### src/rtl/dma_sc_pkg.sv
package dma_sc_pkg;
  localparam int TRIG_W = 4;
  localparam int CNT_W  = 8;
  localparam int DW     = 16;
  localparam int RA_W   = 3;

  localparam logic [RA_W-1:0] RA_MEM  = 3'd0;
  localparam logic [RA_W-1:0] RA_PER  = 3'd1;
  localparam logic [RA_W-1:0] RA_CNT  = 3'd2;
  localparam logic [RA_W-1:0] RA_MODE = 3'd3;
  localparam logic [RA_W-1:0] RA_CTRL = 3'd4;

  typedef struct packed {
    logic              ack_src;
    logic              full_addr;
    logic [TRIG_W-1:0] trig;
    logic              rep;
    logic              to_mem;
    logic              dec;
    logic              wide;
  } mode_t;

  localparam int MODE_W = $bits(mode_t);

  typedef enum logic [1:0] {BS_IDLE, BS_RD, BS_WR} bus_st_e;

  function automatic logic [15:0] step_addr(logic [15:0] a, logic wide, logic dec);
    logic [15:0] d;
    d = wide ? 16'd2 : 16'd1;
    return dec ? a - d : a + d;
  endfunction

  function automatic logic count_last(logic [CNT_W-1:0] c);
    return c == CNT_W'(1);
  endfunction
endpackage

### src/rtl/dma_sc_regs.sv
module dma_sc_regs
  import dma_sc_pkg::*;
#(
  parameter int AW = 16
) (
  input  logic             clk,
  input  logic             rst_n,
  input  logic             cfg_wr,
  input  logic [RA_W-1:0]  cfg_addr,
  input  logic [DW-1:0]    cfg_wdata,
  output logic [DW-1:0]    cfg_rdata,
  input  logic             xfer_done,
  output logic [AW-1:0]    mem_addr,
  output logic [AW-1:0]    per_addr,
  output logic [CNT_W-1:0] count,
  output mode_t            mode,
  output logic             run,
  output logic             irq,
  output logic             rpt_mode,
  output logic             idle_mode
);
  logic [AW-1:0]    mem_q, per_q, mem_sh_q, mem_nxt;
  logic [CNT_W-1:0] cnt_q, cnt_sh_q, cnt_nxt;
  mode_t            mode_q;
  logic             run_q, ie_q, irq_q;
  logic             last_w, reload_w, stop_w;
  logic [15:0]      mem_ext_w, mem_step_w;

  assign rpt_mode  = mode_q.rep & ~ie_q;
  assign idle_mode = mode_q.rep & ie_q;
  assign last_w    = count_last(cnt_q);
  assign reload_w  = rpt_mode & last_w;
  assign stop_w    = last_w & ~rpt_mode;

  assign mem_ext_w  = 16'(mem_q);
  assign mem_step_w = step_addr(mem_ext_w, mode_q.wide, mode_q.dec);

  always_comb begin
    if (reload_w)       mem_nxt = mem_sh_q;
    else if (idle_mode) mem_nxt = mem_q;
    else                mem_nxt = mem_step_w[AW-1:0];
    cnt_nxt = reload_w ? cnt_sh_q : cnt_q - CNT_W'(1);
  end

  always_ff @(posedge clk) begin
    if (!rst_n) begin
      mem_q    <= '0;
      per_q    <= '0;
      mem_sh_q <= '0;
      cnt_q    <= '0;
      cnt_sh_q <= '0;
      mode_q   <= '0;
      run_q    <= 1'b0;
      ie_q     <= 1'b0;
      irq_q    <= 1'b0;
    end else begin
      if (cfg_wr && !run_q) begin
        case (cfg_addr)
          RA_MEM:  mem_q  <= cfg_wdata[AW-1:0];
          RA_PER:  per_q  <= cfg_wdata[AW-1:0];
          RA_CNT:  cnt_q  <= cfg_wdata[CNT_W-1:0];
          RA_MODE: mode_q <= mode_t'(cfg_wdata[MODE_W-1:0]);
          default: ;
        endcase
      end
      if (cfg_wr && cfg_addr == RA_CTRL) begin
        ie_q  <= cfg_wdata[1];
        irq_q <= 1'b0;
        if (!cfg_wdata[0]) begin
          run_q <= 1'b0;
        end else if (!mode_q.full_addr && !run_q) begin
          run_q    <= 1'b1;
          mem_sh_q <= mem_q;
          cnt_sh_q <= cnt_q;
        end
      end
      if (xfer_done) begin
        mem_q <= mem_nxt;
        cnt_q <= cnt_nxt;
        if (stop_w) run_q <= 1'b0;
        if (stop_w && ie_q) irq_q <= 1'b1;
      end
    end
  end

  always_comb begin
    case (cfg_addr)
      RA_MEM:  cfg_rdata = 16'(mem_q);
      RA_PER:  cfg_rdata = 16'(per_q);
      RA_CNT:  cfg_rdata = 16'(cnt_q);
      RA_MODE: cfg_rdata = 16'(mode_q);
      RA_CTRL: cfg_rdata = {13'd0, irq_q, ie_q, run_q};
      default: cfg_rdata = '0;
    endcase
  end

  assign mem_addr = mem_q;
  assign per_addr = per_q;
  assign count    = cnt_q;
  assign mode     = mode_q;
  assign run      = run_q;
  assign irq      = irq_q;
endmodule

### src/rtl/dma_sc_trig.sv
module dma_sc_trig
  import dma_sc_pkg::*;
#(
  parameter int NSRC = 16
) (
  input  logic              clk,
  input  logic              rst_n,
  input  logic [NSRC-1:0]   req_in,
  input  logic [TRIG_W-1:0] trig,
  input  logic              run,
  input  logic              take,
  input  logic              done,
  input  logic              ack_en,
  output logic              pend,
  output logic [NSRC-1:0]   req_ack
);
  localparam int NSEL = 1 << TRIG_W;

  logic [NSEL-1:0] hit_v;
  logic            sel_w;
  logic            pend_q;

  for (genvar i = 0; i < NSEL; i++) begin : g_hit
    if (i < NSRC) begin : g_live
      assign hit_v[i] = req_in[i];
    end else begin : g_none
      assign hit_v[i] = 1'b0;
    end
  end

  for (genvar j = 0; j < NSRC; j++) begin : g_ack
    assign req_ack[j] = done & ack_en & (trig == TRIG_W'(j));
  end

  assign sel_w = hit_v[trig];

  always_ff @(posedge clk) begin
    if (!rst_n) pend_q <= 1'b0;
    else        pend_q <= run & ((pend_q & ~take) | sel_w);
  end

  assign pend = pend_q;
endmodule

### src/rtl/dma_sc_bus.sv
module dma_sc_bus
  import dma_sc_pkg::*;
#(
  parameter int AW = 16
) (
  input  logic          clk,
  input  logic          rst_n,
  input  logic          run,
  input  logic          pend,
  input  logic [AW-1:0] mem_addr,
  input  logic [AW-1:0] per_addr,
  input  logic          wide,
  input  logic          to_mem,
  input  logic [DW-1:0] bus_rdata,
  input  logic          bus_rdy,
  output logic          take,
  output logic          xfer_done,
  output logic          bus_req,
  output logic          bus_we,
  output logic          bus_wide,
  output logic [AW-1:0] bus_addr,
  output logic [DW-1:0] bus_wdata
);
  bus_st_e       st_q;
  logic [DW-1:0] data_q;
  logic [AW-1:0] src_w, dst_w;

  assign take      = (st_q == BS_IDLE) & run & pend;
  assign xfer_done = (st_q == BS_WR) & bus_rdy;
  assign src_w     = to_mem ? per_addr : mem_addr;
  assign dst_w     = to_mem ? mem_addr : per_addr;

  always_ff @(posedge clk) begin
    if (!rst_n) begin
      st_q   <= BS_IDLE;
      data_q <= '0;
    end else begin
      case (st_q)
        BS_IDLE: if (take) st_q <= BS_RD;
        BS_RD: if (bus_rdy) begin
          data_q <= wide ? bus_rdata : {8'h00, bus_rdata[7:0]};
          st_q   <= BS_WR;
        end
        BS_WR: if (bus_rdy) st_q <= BS_IDLE;
        default: st_q <= BS_IDLE;
      endcase
    end
  end

  assign bus_req   = (st_q != BS_IDLE);
  assign bus_we    = (st_q == BS_WR);
  assign bus_wide  = wide;
  assign bus_addr  = (st_q == BS_WR) ? dst_w : src_w;
  assign bus_wdata = data_q;
endmodule

### src/rtl/dma_sc_chan.sv
module dma_sc_chan
  import dma_sc_pkg::*;
#(
  parameter int AW   = 16,
  parameter int NSRC = 16
) (
  input  logic            clk,
  input  logic            rst_n,
  input  logic            cfg_wr,
  input  logic [2:0]      cfg_addr,
  input  logic [15:0]     cfg_wdata,
  output logic [15:0]     cfg_rdata,
  input  logic [NSRC-1:0] req_in,
  output logic [NSRC-1:0] req_ack,
  output logic            bus_req,
  output logic            bus_we,
  output logic            bus_wide,
  output logic [AW-1:0]   bus_addr,
  output logic [15:0]     bus_wdata,
  input  logic [15:0]     bus_rdata,
  input  logic            bus_rdy,
  output logic            end_irq
);
  logic [AW-1:0]    mem_addr_w, per_addr_w;
  logic [CNT_W-1:0] count_w;
  mode_t            mode_w;
  logic             run_w, rpt_mode_w, idle_mode_w, full_w;
  logic             pend_w, take_w, xfer_done_w;

  assign full_w = mode_w.full_addr;

  dma_sc_regs #(.AW(AW)) u_regs (
    .clk(clk), .rst_n(rst_n), .cfg_wr(cfg_wr), .cfg_addr(cfg_addr),
    .cfg_wdata(cfg_wdata), .cfg_rdata(cfg_rdata), .xfer_done(xfer_done_w),
    .mem_addr(mem_addr_w), .per_addr(per_addr_w), .count(count_w),
    .mode(mode_w), .run(run_w), .irq(end_irq),
    .rpt_mode(rpt_mode_w), .idle_mode(idle_mode_w)
  );

  dma_sc_trig #(.NSRC(NSRC)) u_trig (
    .clk(clk), .rst_n(rst_n), .req_in(req_in), .trig(mode_w.trig),
    .run(run_w), .take(take_w), .done(xfer_done_w), .ack_en(mode_w.ack_src),
    .pend(pend_w), .req_ack(req_ack)
  );

  dma_sc_bus #(.AW(AW)) u_bus (
    .clk(clk), .rst_n(rst_n), .run(run_w), .pend(pend_w),
    .mem_addr(mem_addr_w), .per_addr(per_addr_w), .wide(mode_w.wide),
    .to_mem(mode_w.to_mem), .bus_rdata(bus_rdata), .bus_rdy(bus_rdy),
    .take(take_w), .xfer_done(xfer_done_w), .bus_req(bus_req),
    .bus_we(bus_we), .bus_wide(bus_wide), .bus_addr(bus_addr),
    .bus_wdata(bus_wdata)
  );
endmodule

### config.mk
export PLATFORM = sky130hd
export DESIGN_NAME = dma_sc_chan
export DESIGN_NICKNAME = d
export VERILOG_FILES = /design/src/rtl/dma_sc_pkg.sv /design/src/rtl/dma_sc_regs.sv /design/src/rtl/dma_sc_trig.sv /design/src/rtl/dma_sc_bus.sv /design/src/rtl/dma_sc_chan.sv
export SDC_FILE = /design/constraint.sdc
export NUM_CORES = 1
export LEC_CHECK = 0
export BUFFER_PORTS_ARGS = -buffer_cell sky130_fd_sc_hd__buf_2
export CORE_MARGIN = 3
export CORE_UTILIZATION = 35
export CTS_CLUSTER_DIAMETER = 80
export DETAILED_ROUTE_END_ITERATION = 10
export PLACE_DENSITY = 0.65
export SLEW_MARGIN = 20
export SYNTH_ARGS = -nofsm -noshare
export SYNTH_HDL_FRONTEND = slang
export SYNTH_SLANG_ARGS = --single-unit
### constraint.sdc
create_clock -name clk -period 3.4 [get_ports clk]
set_clock_uncertainty 0.2 [all_clocks]
set_input_delay 0.68 -clock clk [delete_from_list [all_inputs] [get_ports clk]]
set_output_delay 0.68 -clock clk [all_outputs]
set_load 0.02 [all_outputs]
==> out/results.tsv <==
stage	metric	value	unit
logic_synthesis	Yosys reg bits	96	
logic_synthesis	Yosys top cell by area	dfxtp_1	
final_layout	post-route cell area	6850	µm²
logic_synthesis	Post-Synth Adder-Cell Area	4.13	%
logic_synthesis	commonest cells in the netlist	nand2_1, dfxtp_1, a21oi_1	
detailed_routing	DR WL/cell	17.9	µm
logic_synthesis	Synthesized Nets	795	
cts	hold buffer count at cts	0	
cts	postcts setup bufs	0	
final_layout	Net count, final	904	
pwr	Lkg Pwr	2.86	nW
floorplanning	num rows	45	
setup_path	kind of end point of the critical path	output pin	
logic_synthesis	Netlist Area Pre-Place	5640	µm²
logic_synthesis	Synth Area in Compound Gates	19.2	%
global_routing	pin count of the biggest net entering global routing	57	
logic_synthesis	Post-synth ARST share	0	%
sta	min cycle time layout	3260	ps
cts	PostCTS Resize Cnt	0	
setup_path	slowest stage delay, CP	860	ps
final_layout	n_diodes	0	
setup_path	crit-path max FO	16	
placement	HPWL reported at the end of detailed placement	13600	µm
logic_synthesis	Syn Inst Count	722	
cts	clock sinks	96	
sta	number of endpoints failing setup at the final stage	0	
setup_path	CP Class	flip-flop to output pin	
sta	Slew Viols, Final	0	
sta	Rel. slew slack	25.4	%
sta	TNS Setup	0	ps
sta	RSZ-0062 raised after global routing	false	
logic_synthesis	Simple-Gate Fraction of Synth Area	24.3	%
logic_synthesis	top cell type's share of synthesized area	34.1	%
logic_synthesis	most numerous cell in the Yosys netlist	nand2_1	
sta	Slew @ Worst Pin	1110	ps
detailed_routing	antenna viol nets, final	0	
final_layout	Layout area overhead	21.6	%
logic_synthesis	Post-Synth XOR/XNOR Area	2.02	%
pwr	total power	0.00250	W
setup_path	WP data arrival	2380	ps
final_layout	final core utilization	44.3	%
logic_synthesis	synth unique cells	63	
placement	GP Congestion	0.912	
final_layout	share of post-route cells with drive strength above 1	25.2	%
floorplanning	initial core utilization	36.4	%
floorplanning	core area	15500	µm²
placement	Placed Area	6540	µm²
placement	port buffer count	122	
logic_synthesis	post-synthesis area per instance	7.81	µm²
global_routing	vias in the first global route	5540	
setup_path	Worst Path Buf+Inv	1	
floorplanning	Die X-Extent	133	µm
cts	clock slew at reported path FFs	70	ps
sta	fmax	306	MHz
setup_path	Req. time, crit path	2520	ps
global_routing	global-route wire length before repair	29600	µm
job	max cap viols	0	
sta	period utilisation layout	96.0	%
cts	Longest Clk Path Bufs	2	
floorplanning	total I/O pin count	123	
detailed_routing	detailed-route DRC error count	0	
cts	CTS Buf Count	9	
detailed_routing	DR vias/cell	5.55	
cts	clk_lat worst skew	350	ps
cts	CTS root buf	clkbuf_16	
cts	CTS tree	done	
cts	H-tree depth	3	
logic_synthesis	mux cell area share after synthesis	12.1	%
floorplanning	Die Y-Extent	133	µm
logic_synthesis	Seq/Total Area, Yosys	34.1	%
global_routing	antenna violations before repair	0	
logic_synthesis	number of synthesized flops with an enable pin	0	
pwr	worst vdd ir	0.000206	V
logic_synthesis	Main synth FF type	dfxtp_1	
global_routing	grt ovf	0	
logic_synthesis	largest cells by area after synthesis	dfxtp_1, nand2_1, a21oi_1, nor2_1, mux4_2	
sta	Final Worst Setup Slack	137	ps
status	status	completed	
floorplanning	die area	17700	µm²
logic_synthesis	YS warnings	0	
setup_path	Crit-path slowest cell	xnor2_2	
detailed_routing	TritonRoute pass-1 iters	5	
detailed_routing	routed wire length	18800	µm
pwr	pwr dens	365	nW/µm²
global_routing	GRT Resource Usage Total	20.4	%
setup_path	critical path's top delay family	XOR/XNOR gates	
detailed_routing	initial DRC count	412	
placement	pre-CTS setup slack	395	ps
sta	hold violation count in the final report	0	
setup_path	CP Cell Sequence	nor2b_1, xnor2_2, mux2_2, buf_2	
logic_synthesis	main combinational cell family by area after synthesis	simple AND/OR/NAND/NOR gates	
hold_path	HP Class	flip-flop to flip-flop	
detailed_routing	DR vias	5813	
setup_path	CP Launch Type	flip-flop	
==> per-layer routing <==
layer	wire length [µm]	track usage, %	up-vias
met3	1330	3.50	21
met2	8610	33.0	246
met4	247	5.60	0
met5	0	0	-
li1	-	-	2796
met1	8580	28.1	2750
==> registers in the layout, indices dropped and copies added (netlist names) <==
register         count
u_bus.st_q           2
u_regs.run           1
u_regs.count         8
u_bus.bus_wdata     16
u_regs.mode         10
u_regs.irq           1
u_regs.per_addr     16
u_regs.cnt_sh_q      8
u_regs.mem_sh_q     16
u_regs.ie_q          1
u_regs.mem_addr     16
u_trig.pend          1
==> path summary, 6_finish.rpt <==
check                            from  slack (ps)  cells after the start                  end
setup / recovery        u_bus.st_q[1]         140                      4         bus_addr[15]
hold reg to reg   u_bus.bus_wdata[15]         250                      2  u_bus.bus_wdata[15]
hold / removal    u_bus.bus_wdata[15]         250                      2  u_bus.bus_wdata[15]
setup reg to reg       u_regs.mode[1]         500                      9  u_regs.mem_addr[13]
==> cell usage in the layout (no fill, tap or decap), types with 5 or more instances in the layout <==
| master | n |
|---|---|
| o21a_1 | 5 |
| a211oi_1 | 9 |
| mux2_2 | 20 |
| o211ai_1 | 10 |
| a31oi_1 | 12 |
| buf_4 | 26 |
| nor2_1 | 67 |
| o21ai_0 | 28 |
| or3_1 | 6 |
| nand2_1 | 150 |
| buf_2 | 122 |
| mux2i_1 | 21 |
| inv_1 | 7 |
| or2_2 | 6 |
| a21oi_1 | 79 |
| dfxtp_1 | 96 |
| nand3_1 | 19 |
| xnor2_1 | 7 |
| ha_1 | 17 |
| nand2b_1 | 5 |
| nor3_1 | 16 |
| clkbuf_16 | 9 |
| mux4_2 | 11 |
| xor2_1 | 5 |
| nor4_1 | 6 |
| nor2b_1 | 9 |
==> power by group <==
group          leakage (nW)  switching, W  internal, W  total, W
logic                  1.94      0.000151     0.000104  0.000256
clock network         0.152      0.000461     0.000616   0.00108
registers             0.776     0.0000261      0.00114   0.00117
==> logic make-up (layout without fill, tap and decap cells) <==
logic type / after synthesis / count (layout)
AO/OA/AOI/OAI: 177 / 177
AND/OR/NAND/NOR: 307 / 307
multiplexers: 52 / 52
XOR/XNOR: 13 / 13
flip-flops: 96 / 96
buffers and inverters: 59 / 173
adder cells (fa/ha/maj): 18 / 18
==> worst reg2reg max path, cell delays in order (launching register included) <==
cell       delay [ps]
dfxtp_1           590
nand2_1           170
inv_1              90
ha_1              220
nor2b_1           140
o31a_1            300
o2111ai_1         270
o21ai_0           260
o32a_1            400
and3_1            170
==> final cells by class <==
class / count / area [µm²]
clock inverters: 5 / 63.8
fillers: 1544 / 8630
clock buffers: 11 / 253
flip-flops and latches: 96 / 1920
well taps: 211 / 264
multi-input cells: 567 / 3490
repair buffers: 149 / 826
inverters: 8 / 30.0
==> metrics by stage <==
stage,std cells,hold slack [ps]
6_report,1047,250
4_1_cts,1047,254
5_1_grt,1047,260
3_5_place_dp,1031,245
3_3_place_gp,1031,238
2_1_floorplan,722,236
Power figures use the tool's default switching activity.
